[src/rtl/ct_pkg.sv]
// Package: shared slot encoding for the register consumer table.
// Assumes: operand slots fit in two bits; code 3 is never produced.
package ct_pkg;
    typedef enum logic [1:0] {
        SLOT_DST  = 2'd0,
        SLOT_SRC1 = 2'd1,
        SLOT_SRC2 = 2'd2
    } slot_e;
endpackage

[src/rtl/ct_lookup.sv]
// Module: ct_lookup
// Resolves the two source lookups of one decoded instruction against the
// current table contents. When both sources name the same busy register,
// source 2 is chained behind source 1 of the same instruction.
// Assumes: table inputs are the registered state, not the next state.
module ct_lookup #(
    parameter int NUM_REGS = 16,
    parameter int EW       = 6,
    parameter int RW       = 4
) (
    input  logic [NUM_REGS-1:0][EW-1:0] tail_entry,
    input  logic [NUM_REGS-1:0][1:0]    tail_slot,
    input  logic [NUM_REGS-1:0]         busy,
    input  logic [EW-1:0]               dec_entry,
    input  logic                        s1_en,
    input  logic [RW-1:0]               s1_reg,
    input  logic                        s2_en,
    input  logic [RW-1:0]               s2_reg,
    output logic                        s1_busy,
    output logic [EW-1:0]               s1_entry,
    output logic [1:0]                  s1_slot,
    output logic                        s2_busy,
    output logic [EW-1:0]               s2_entry,
    output logic [1:0]                  s2_slot
);
    import ct_pkg::*;

    // Source 1: plain table read.
    always_comb begin
        s1_busy  = 1'b0;
        s1_entry = '0;
        s1_slot  = '0;
        if (s1_en && busy[s1_reg]) begin
            s1_busy  = 1'b1;
            s1_entry = tail_entry[s1_reg];
            s1_slot  = tail_slot[s1_reg];
        end
    end

    // Source 2: table read, or link behind source 1 of the same instruction.
    always_comb begin
        s2_busy  = 1'b0;
        s2_entry = '0;
        s2_slot  = '0;
        if (s2_en && s1_en && (s2_reg == s1_reg) && busy[s2_reg]) begin
            s2_busy  = 1'b1;
            s2_entry = dec_entry;
            s2_slot  = SLOT_SRC1;
        end else if (s2_en && busy[s2_reg]) begin
            s2_busy  = 1'b1;
            s2_entry = tail_entry[s2_reg];
            s2_slot  = tail_slot[s2_reg];
        end
    end
endmodule

[src/rtl/ct_row_next.sv]
// Module: ct_row_next
// Next-state function of one table row. Precedence, lowest first:
// commit clear, source 1 append, source 2 append, new producer.
// Assumes: hit inputs are already qualified by register match and decode.
module ct_row_next #(
    parameter int EW = 6
) (
    input  logic [EW-1:0] cur_entry,
    input  logic [1:0]    cur_slot,
    input  logic          cur_busy,
    input  logic [EW-1:0] cur_writer,
    input  logic          hit_s1,
    input  logic          hit_s2,
    input  logic          hit_dst,
    input  logic          hit_cmt,
    input  logic [EW-1:0] dec_entry,
    input  logic [EW-1:0] cmt_entry,
    output logic [EW-1:0] nxt_entry,
    output logic [1:0]    nxt_slot,
    output logic          nxt_busy,
    output logic [EW-1:0] nxt_writer
);
    import ct_pkg::*;

    // Apply the row updates in precedence order.
    always_comb begin
        nxt_entry  = cur_entry;
        nxt_slot   = cur_slot;
        nxt_busy   = cur_busy;
        nxt_writer = cur_writer;
        if (hit_cmt && cur_busy && (cur_writer == cmt_entry)) begin
            nxt_busy = 1'b0;
        end
        if (hit_s1) begin
            nxt_entry = dec_entry;
            nxt_slot  = SLOT_SRC1;
        end
        if (hit_s2) begin
            nxt_entry = dec_entry;
            nxt_slot  = SLOT_SRC2;
        end
        if (hit_dst) begin
            nxt_entry  = dec_entry;
            nxt_slot   = SLOT_DST;
            nxt_busy   = 1'b1;
            nxt_writer = dec_entry;
        end
    end
endmodule

[src/rtl/consumer_table.sv]
// Module: consumer_table (top)
// Per-register chain-tail table with one checkpoint snapshot.
// Lookups are combinational from the registered table. Updates take effect
// at the next rising edge. Restore overrides decode. Commits act on both
// the live table and the snapshot.
// Assumes: one decoded instruction and one commit per cycle.
module consumer_table #(
    parameter int NUM_REGS    = 16,
    parameter int QUEUE_DEPTH = 64,
    localparam int EW = $clog2(QUEUE_DEPTH),
    localparam int RW = $clog2(NUM_REGS)
) (
    input  logic          clk,
    input  logic          rst_n,
    input  logic          dec_valid,
    input  logic [EW-1:0] dec_entry,
    input  logic          src1_en,
    input  logic [RW-1:0] src1_reg,
    input  logic          src2_en,
    input  logic [RW-1:0] src2_reg,
    input  logic          dst_en,
    input  logic [RW-1:0] dst_reg,
    output logic          src1_busy,
    output logic [EW-1:0] src1_tail_entry,
    output logic [1:0]    src1_tail_slot,
    output logic          src2_busy,
    output logic [EW-1:0] src2_tail_entry,
    output logic [1:0]    src2_tail_slot,
    input  logic          cmt_valid,
    input  logic [EW-1:0] cmt_entry,
    input  logic [RW-1:0] cmt_reg,
    input  logic          ckpt_take,
    input  logic          ckpt_restore
);
    logic [NUM_REGS-1:0][EW-1:0] live_entry, live_writer, snap_entry, snap_writer;
    logic [NUM_REGS-1:0][1:0]    live_slot, snap_slot;
    logic [NUM_REGS-1:0]         live_busy, snap_busy;

    logic [NUM_REGS-1:0][EW-1:0] upd_entry, upd_writer, sel_entry, sel_writer;
    logic [NUM_REGS-1:0][1:0]    upd_slot, sel_slot;
    logic [NUM_REGS-1:0]         upd_busy, sel_busy, snap_busy_c;

    logic dec_fire;
    assign dec_fire = dec_valid && !ckpt_restore;

    ct_lookup #(.NUM_REGS(NUM_REGS), .EW(EW), .RW(RW)) u_lookup (
        .tail_entry (live_entry),
        .tail_slot  (live_slot),
        .busy       (live_busy),
        .dec_entry  (dec_entry),
        .s1_en      (src1_en),
        .s1_reg     (src1_reg),
        .s2_en      (src2_en),
        .s2_reg     (src2_reg),
        .s1_busy    (src1_busy),
        .s1_entry   (src1_tail_entry),
        .s1_slot    (src1_tail_slot),
        .s2_busy    (src2_busy),
        .s2_entry   (src2_tail_entry),
        .s2_slot    (src2_tail_slot)
    );

    for (genvar r = 0; r < NUM_REGS; r++) begin : g_row
        logic hit_s1, hit_s2, hit_dst, hit_cmt;
        assign hit_s1  = dec_fire && src1_busy && (src1_reg == RW'(r));
        assign hit_s2  = dec_fire && src2_busy && (src2_reg == RW'(r));
        assign hit_dst = dec_fire && dst_en && (dst_reg == RW'(r));
        assign hit_cmt = cmt_valid && (cmt_reg == RW'(r));

        ct_row_next #(.EW(EW)) u_row (
            .cur_entry  (live_entry[r]),
            .cur_slot   (live_slot[r]),
            .cur_busy   (live_busy[r]),
            .cur_writer (live_writer[r]),
            .hit_s1     (hit_s1),
            .hit_s2     (hit_s2),
            .hit_dst    (hit_dst),
            .hit_cmt    (hit_cmt),
            .dec_entry  (dec_entry),
            .cmt_entry  (cmt_entry),
            .nxt_entry  (upd_entry[r]),
            .nxt_slot   (upd_slot[r]),
            .nxt_busy   (upd_busy[r]),
            .nxt_writer (upd_writer[r])
        );

        // Snapshot busy flag after this cycle's retiring producer.
        assign snap_busy_c[r] = snap_busy[r] &&
                                !(hit_cmt && (snap_writer[r] == cmt_entry));

        // Live next state: restored snapshot or normal update.
        always_comb begin
            if (ckpt_restore) begin
                sel_entry[r]  = snap_entry[r];
                sel_slot[r]   = snap_slot[r];
                sel_busy[r]   = snap_busy_c[r];
                sel_writer[r] = snap_writer[r];
            end else begin
                sel_entry[r]  = upd_entry[r];
                sel_slot[r]   = upd_slot[r];
                sel_busy[r]   = upd_busy[r];
                sel_writer[r] = upd_writer[r];
            end
        end
    end

    // Live table register.
    always_ff @(posedge clk) begin
        if (!rst_n) begin
            live_entry  <= '0;
            live_slot   <= '0;
            live_busy   <= '0;
            live_writer <= '0;
        end else begin
            live_entry  <= sel_entry;
            live_slot   <= sel_slot;
            live_busy   <= sel_busy;
            live_writer <= sel_writer;
        end
    end

    // Snapshot register: capture next live state, else track commits.
    always_ff @(posedge clk) begin
        if (!rst_n) begin
            snap_entry  <= '0;
            snap_slot   <= '0;
            snap_busy   <= '0;
            snap_writer <= '0;
        end else if (ckpt_take) begin
            snap_entry  <= sel_entry;
            snap_slot   <= sel_slot;
            snap_busy   <= sel_busy;
            snap_writer <= sel_writer;
        end else begin
            snap_busy   <= snap_busy_c;
        end
    end
endmodule

[config.mk]
export PLATFORM = sky130hd
export DESIGN_NAME = consumer_table
export DESIGN_NICKNAME = d
export VERILOG_FILES = /design/src/rtl/ct_pkg.sv /design/src/rtl/ct_lookup.sv /design/src/rtl/ct_row_next.sv /design/src/rtl/consumer_table.sv
export SDC_FILE = /design/constraint.sdc
export NUM_CORES = 1
export LEC_CHECK = 0
export BUFFER_PORTS_ARGS = -buffer_cell sky130_fd_sc_hd__buf_2
export CORE_ASPECT_RATIO = 0.8
export CORE_MARGIN = 4
export CORE_UTILIZATION = 35
export CTS_CLUSTER_SIZE = 30
export DETAILED_ROUTE_END_ITERATION = 16
export GPL_TIMING_DRIVEN = 1
export HOLD_SLACK_MARGIN = 0.02
export PLACE_DENSITY_LB_ADDON = 0.15
export SLEW_MARGIN = 20
export SYNTH_ARGS = -nofsm -noshare
export SYNTH_HDL_FRONTEND = slang
export SYNTH_SLANG_ARGS = --single-unit
[constraint.sdc]
create_clock -name clk -period 3.2 [get_ports clk]
set_input_delay 0.64 -clock clk [delete_from_list [all_inputs] [get_ports clk]]
set_output_delay 0.64 -clock clk [all_outputs]
set_load 0.03 [all_outputs]
==> metrics.csv <==
metric,value,unit
run status,finished with violations,
violations in the final reports,setup timing,
ports placed on the boundary,55,
cell type with the highest occurrence count on the critical path,sky130_fd_sc_hd__mux4_2,
total buffers and inverters traversed by the critical path,1,
type of destination of the critical path,output port,
clock tree from TritonCTS,built,
buffer levels on the longest clock path,3,
Worst Path Max Fanout,5,
Internal,11.1,mW
length of the first detailed-routing pass in iterations,5,
sequence of cells on the critical path,mux4_2 > mux4_2 > and3_4 > buf_6,
mean instance size in the synthesized netlist,9.11,um^2
number of cells produced by synthesis,2792,
layout filler cell count,7036,
Num Clock Sinks,480,
switching component of the power,4.15,mW
drc violations,0,
die extent in y,249,um
number of vias after detailed routing,22100,
detailed placement HPWL,59700,um
library cells used by synthesis,70,
unrepaired setup endpoints after global routing,yes,
critical path launch point type,flip-flop,
number of antenna violations at the first check in global routing,10,
total CTS buffers,54,
Setup-failing EPs final,1,
start-to-end type of the worst setup path,reg -> out,
P per Cell Area,527,nW/um^2
Total Neg Setup Slack,-5.61,ps
first-pass GRT wire length,136000,um
area growth from synthesis to final layout,13.5,%
pin count of the biggest net entering global routing,128,
final critical delay including setup and external delays,3210,ps
initial core utilization,35.3,%
top achievable clock speed,312,MHz
most frequently used flop master after synthesis,sky130_fd_sc_hd__dfxtp_1,
worst-case setup margin in the final layout,-5.61,ps
"Slew Viols, Final",0,
remaining global-route overflow,0,
H-tree depth reported by CTS,2,
total core area,72100,um^2
final antenna-violating net count,0,
share of synthesized registers carrying an async set or reset,0,%
share of total power in sequential cells,43.5,%
number of synthesis warnings,0,
net switching share of the total power,27.3,%
Mapped Nets,2829,
required time of the worst setup path,2560,ps
"Arr. time, crit path",2570,ps
static leakage,11.3,nW
# rows,88,
post-route design area,28900,um^2
cell at the slowest stage of the critical path,sky130_fd_sc_hd__mux4_2,
share of the core filled with cells in the final layout,40.0,%
part of the Yosys area used for sequential elements,37.8,%
class of the tightest hold or removal check,in -> reg,
clock transition at the register clock pins on the worst setup and hold paths after CTS,60,ps
slew of the pin with the lowest slew margin,1090,ps
portion of the clock cycle consumed by the worst path in the final layout,100,%
clock root buffer,sky130_fd_sc_hd__clkbuf_16,
max-slew headroom at the worst pin,27.2,%
part of the total power dissipated in combinational logic,13.2,%
layout cells sized above 1,15.1,%
hold path startpoint,ckpt_take,
critical register-to-register path startpoint,live_busy[5]$_SDFF_PN0_,
"Hold Violations, Final",0,
total track usage,22.8,%
Maximum Capacitance Violations,0,
"leading cell types in the layout, fill and taps excluded","sky130_fd_sc_hd__dfxtp_1, sky130_fd_sc_hd__nor2_1, sky130_fd_sc_hd__nand2_1",
cell family contributing the most delay on the critical path,multiplexers,
number of buffers added to fix hold violations after cts,0,
most common library cell in the layout ignoring fill and taps,sky130_fd_sc_hd__dfxtp_1,
fraction of power consumed by the clock network,43.3,%
IO Port Bufs,54,
number of synthesized flops with an enable pin,0,
DRT iter0 DRCs,1928,
area of the mapped netlist,25400,um^2
Synth Register Bits,480,
mean number of vias per cell,5.93,
clock insertion delay at the later pin of the skew report,630,ps
Final #Nets,2767,
maximum resistive drop on vdd,0.000423,V
CP Launch Point,live_busy[15]$_SDFF_PN0_,
die width,309,um
total power consumption of the routed design,15.2,mW
placed standard-cell area,26800,um^2
worst hold-check slack,386,ps
setup slack after placement,-7.50,ps
Slowest Stage Delay on Critical Path,630,ps
post-placement cell count,3614,
floorplan die area,77100,um^2
final clock skew,18.7,ps
vias in the first global route,21000,
final non-filler cell total,3721,
total detailed-routing wirelength,90900,um
weighted congestion reported at the end of routability-driven placement,0.891,
mean routed wirelength per cell,24.4,um
[cells in the mapped netlist (4+ instances only)]
master / n / area (um^2)
sky130_fd_sc_hd__dfxtp_1: 480 / 9610
sky130_fd_sc_hd__nor2_1: 356 / 1340
sky130_fd_sc_hd__nand2_1: 259 / 972
sky130_fd_sc_hd__a211oi_1: 225 / 1690
sky130_fd_sc_hd__clkbuf_1: 170 / 638
sky130_fd_sc_hd__xnor2_1: 129 / 1130
sky130_fd_sc_hd__o21ai_0: 107 / 536
sky130_fd_sc_hd__mux2i_1: 101 / 1010
sky130_fd_sc_hd__or3_1: 99 / 619
sky130_fd_sc_hd__o2111a_1: 82 / 923
sky130_fd_sc_hd__mux4_2: 80 / 1800
sky130_fd_sc_hd__buf_2: 70 / 350
sky130_fd_sc_hd__xor2_1: 67 / 587
sky130_fd_sc_hd__a21oi_1: 52 / 260
sky130_fd_sc_hd__o211a_1: 52 / 521
sky130_fd_sc_hd__nand4_1: 49 / 307
sky130_fd_sc_hd__nand3_1: 39 / 195
sky130_fd_sc_hd__o41ai_1: 33 / 289
sky130_fd_sc_hd__nor3_1: 31 / 155
sky130_fd_sc_hd__o311a_1: 26 / 260
sky130_fd_sc_hd__buf_4: 25 / 188
sky130_fd_sc_hd__o21a_1: 24 / 180
sky130_fd_sc_hd__and3_1: 18 / 113
sky130_fd_sc_hd__buf_1: 17 / 63.8
sky130_fd_sc_hd__a211oi_2: 16 / 200
sky130_fd_sc_hd__nor2b_1: 16 / 100
sky130_fd_sc_hd__o31a_1: 16 / 140
sky130_fd_sc_hd__nand2b_1: 15 / 93.8
sky130_fd_sc_hd__a22oi_1: 13 / 97.6
sky130_fd_sc_hd__inv_1: 13 / 48.8
sky130_fd_sc_hd__a21o_1: 7 / 52.6
sky130_fd_sc_hd__buf_6: 7 / 78.8
sky130_fd_sc_hd__nand3_2: 7 / 70.1
sky130_fd_sc_hd__o2111ai_1: 7 / 61.3
sky130_fd_sc_hd__or2_2: 7 / 43.8
sky130_fd_sc_hd__a21boi_0: 6 / 45.0
sky130_fd_sc_hd__and3b_1: 6 / 52.6
sky130_fd_sc_hd__and2_1: 5 / 31.3
sky130_fd_sc_hd__and4b_1: 5 / 50.1
sky130_fd_sc_hd__a2bb2oi_1: 4 / 35.0
sky130_fd_sc_hd__nor3b_1: 4 / 30.0
[logic make-up after synthesis]
family	synth area share (%)
and+or+nand+nor	17.5
muxes	11.2
xor gates and xnor gates	6.75
AOI/OAI and AO/OA	21.4
DFF	37.8
buffers and inverters	5.41
[routing by layer]
layer,global-route usage [%],vias to the layer above,part of all wire (%)
met5,0,-,0.019
met4,6.97,2,2.8
met1,33.9,11000,48
li1,-,10100,-
met2,33.0,800,42
met3,4.75,142,7.8
[worst paths after layout]
kind	endpoint	slack [ps]	cells after the start
min reg2reg	live_slot[31]$_SDFF_PN0_	450	2
max	src1_tail_slot[0]	-6	4
max reg2reg	snap_entry[38]$_SDFFE_PN0P_	820	6
min	snap_slot[16]$_SDFFE_PN0P_	390	2
[state kept, by name, indices dropped and copies added, names as in the netlist]
name	flops
snap_entry	96
live_slot	32
live_entry	96
snap_slot	32
live_writer	96
snap_writer	96
snap_busy	16
live_busy	16
[timing repair]
action                     in CTS  in global routing
pin swaps                       5                  5
gates resized for setup        29                  5
buffers inserted                3                  0
setup endpoints to repair      12                 11
gates cloned                    1                  1
[cell type report]
class	instances	area (um^2)	share of cell area (%)
sequential	480	9630	33.4
inverter	14	67.6	0.234
clock inverter	17	210	0.728
multi-input combinational	2009	14600	50.4
timing repair buffer	171	1550	5.38
tap	945	1180	4.09
antenna	4	10.0	0.0347
clock buffer	81	1670	5.80
[power by group through the flow]
| stage | combinational [mW] | clock, mW | sequential (mW) |
|---|---|---|---|
| finish | 2.01 | 6.59 | 6.62 |
| global route | 2.18 | 6.94 | 6.65 |
| CTS | 1.99 | 6.71 | 6.61 |
| detailed placement | 1.96 | 0 | 6.74 |
| global placement | 1.92 | 0 | 6.73 |
| floorplan | 1.40 | 0 | 6.62 |
(Power assumes the default switching activity.)
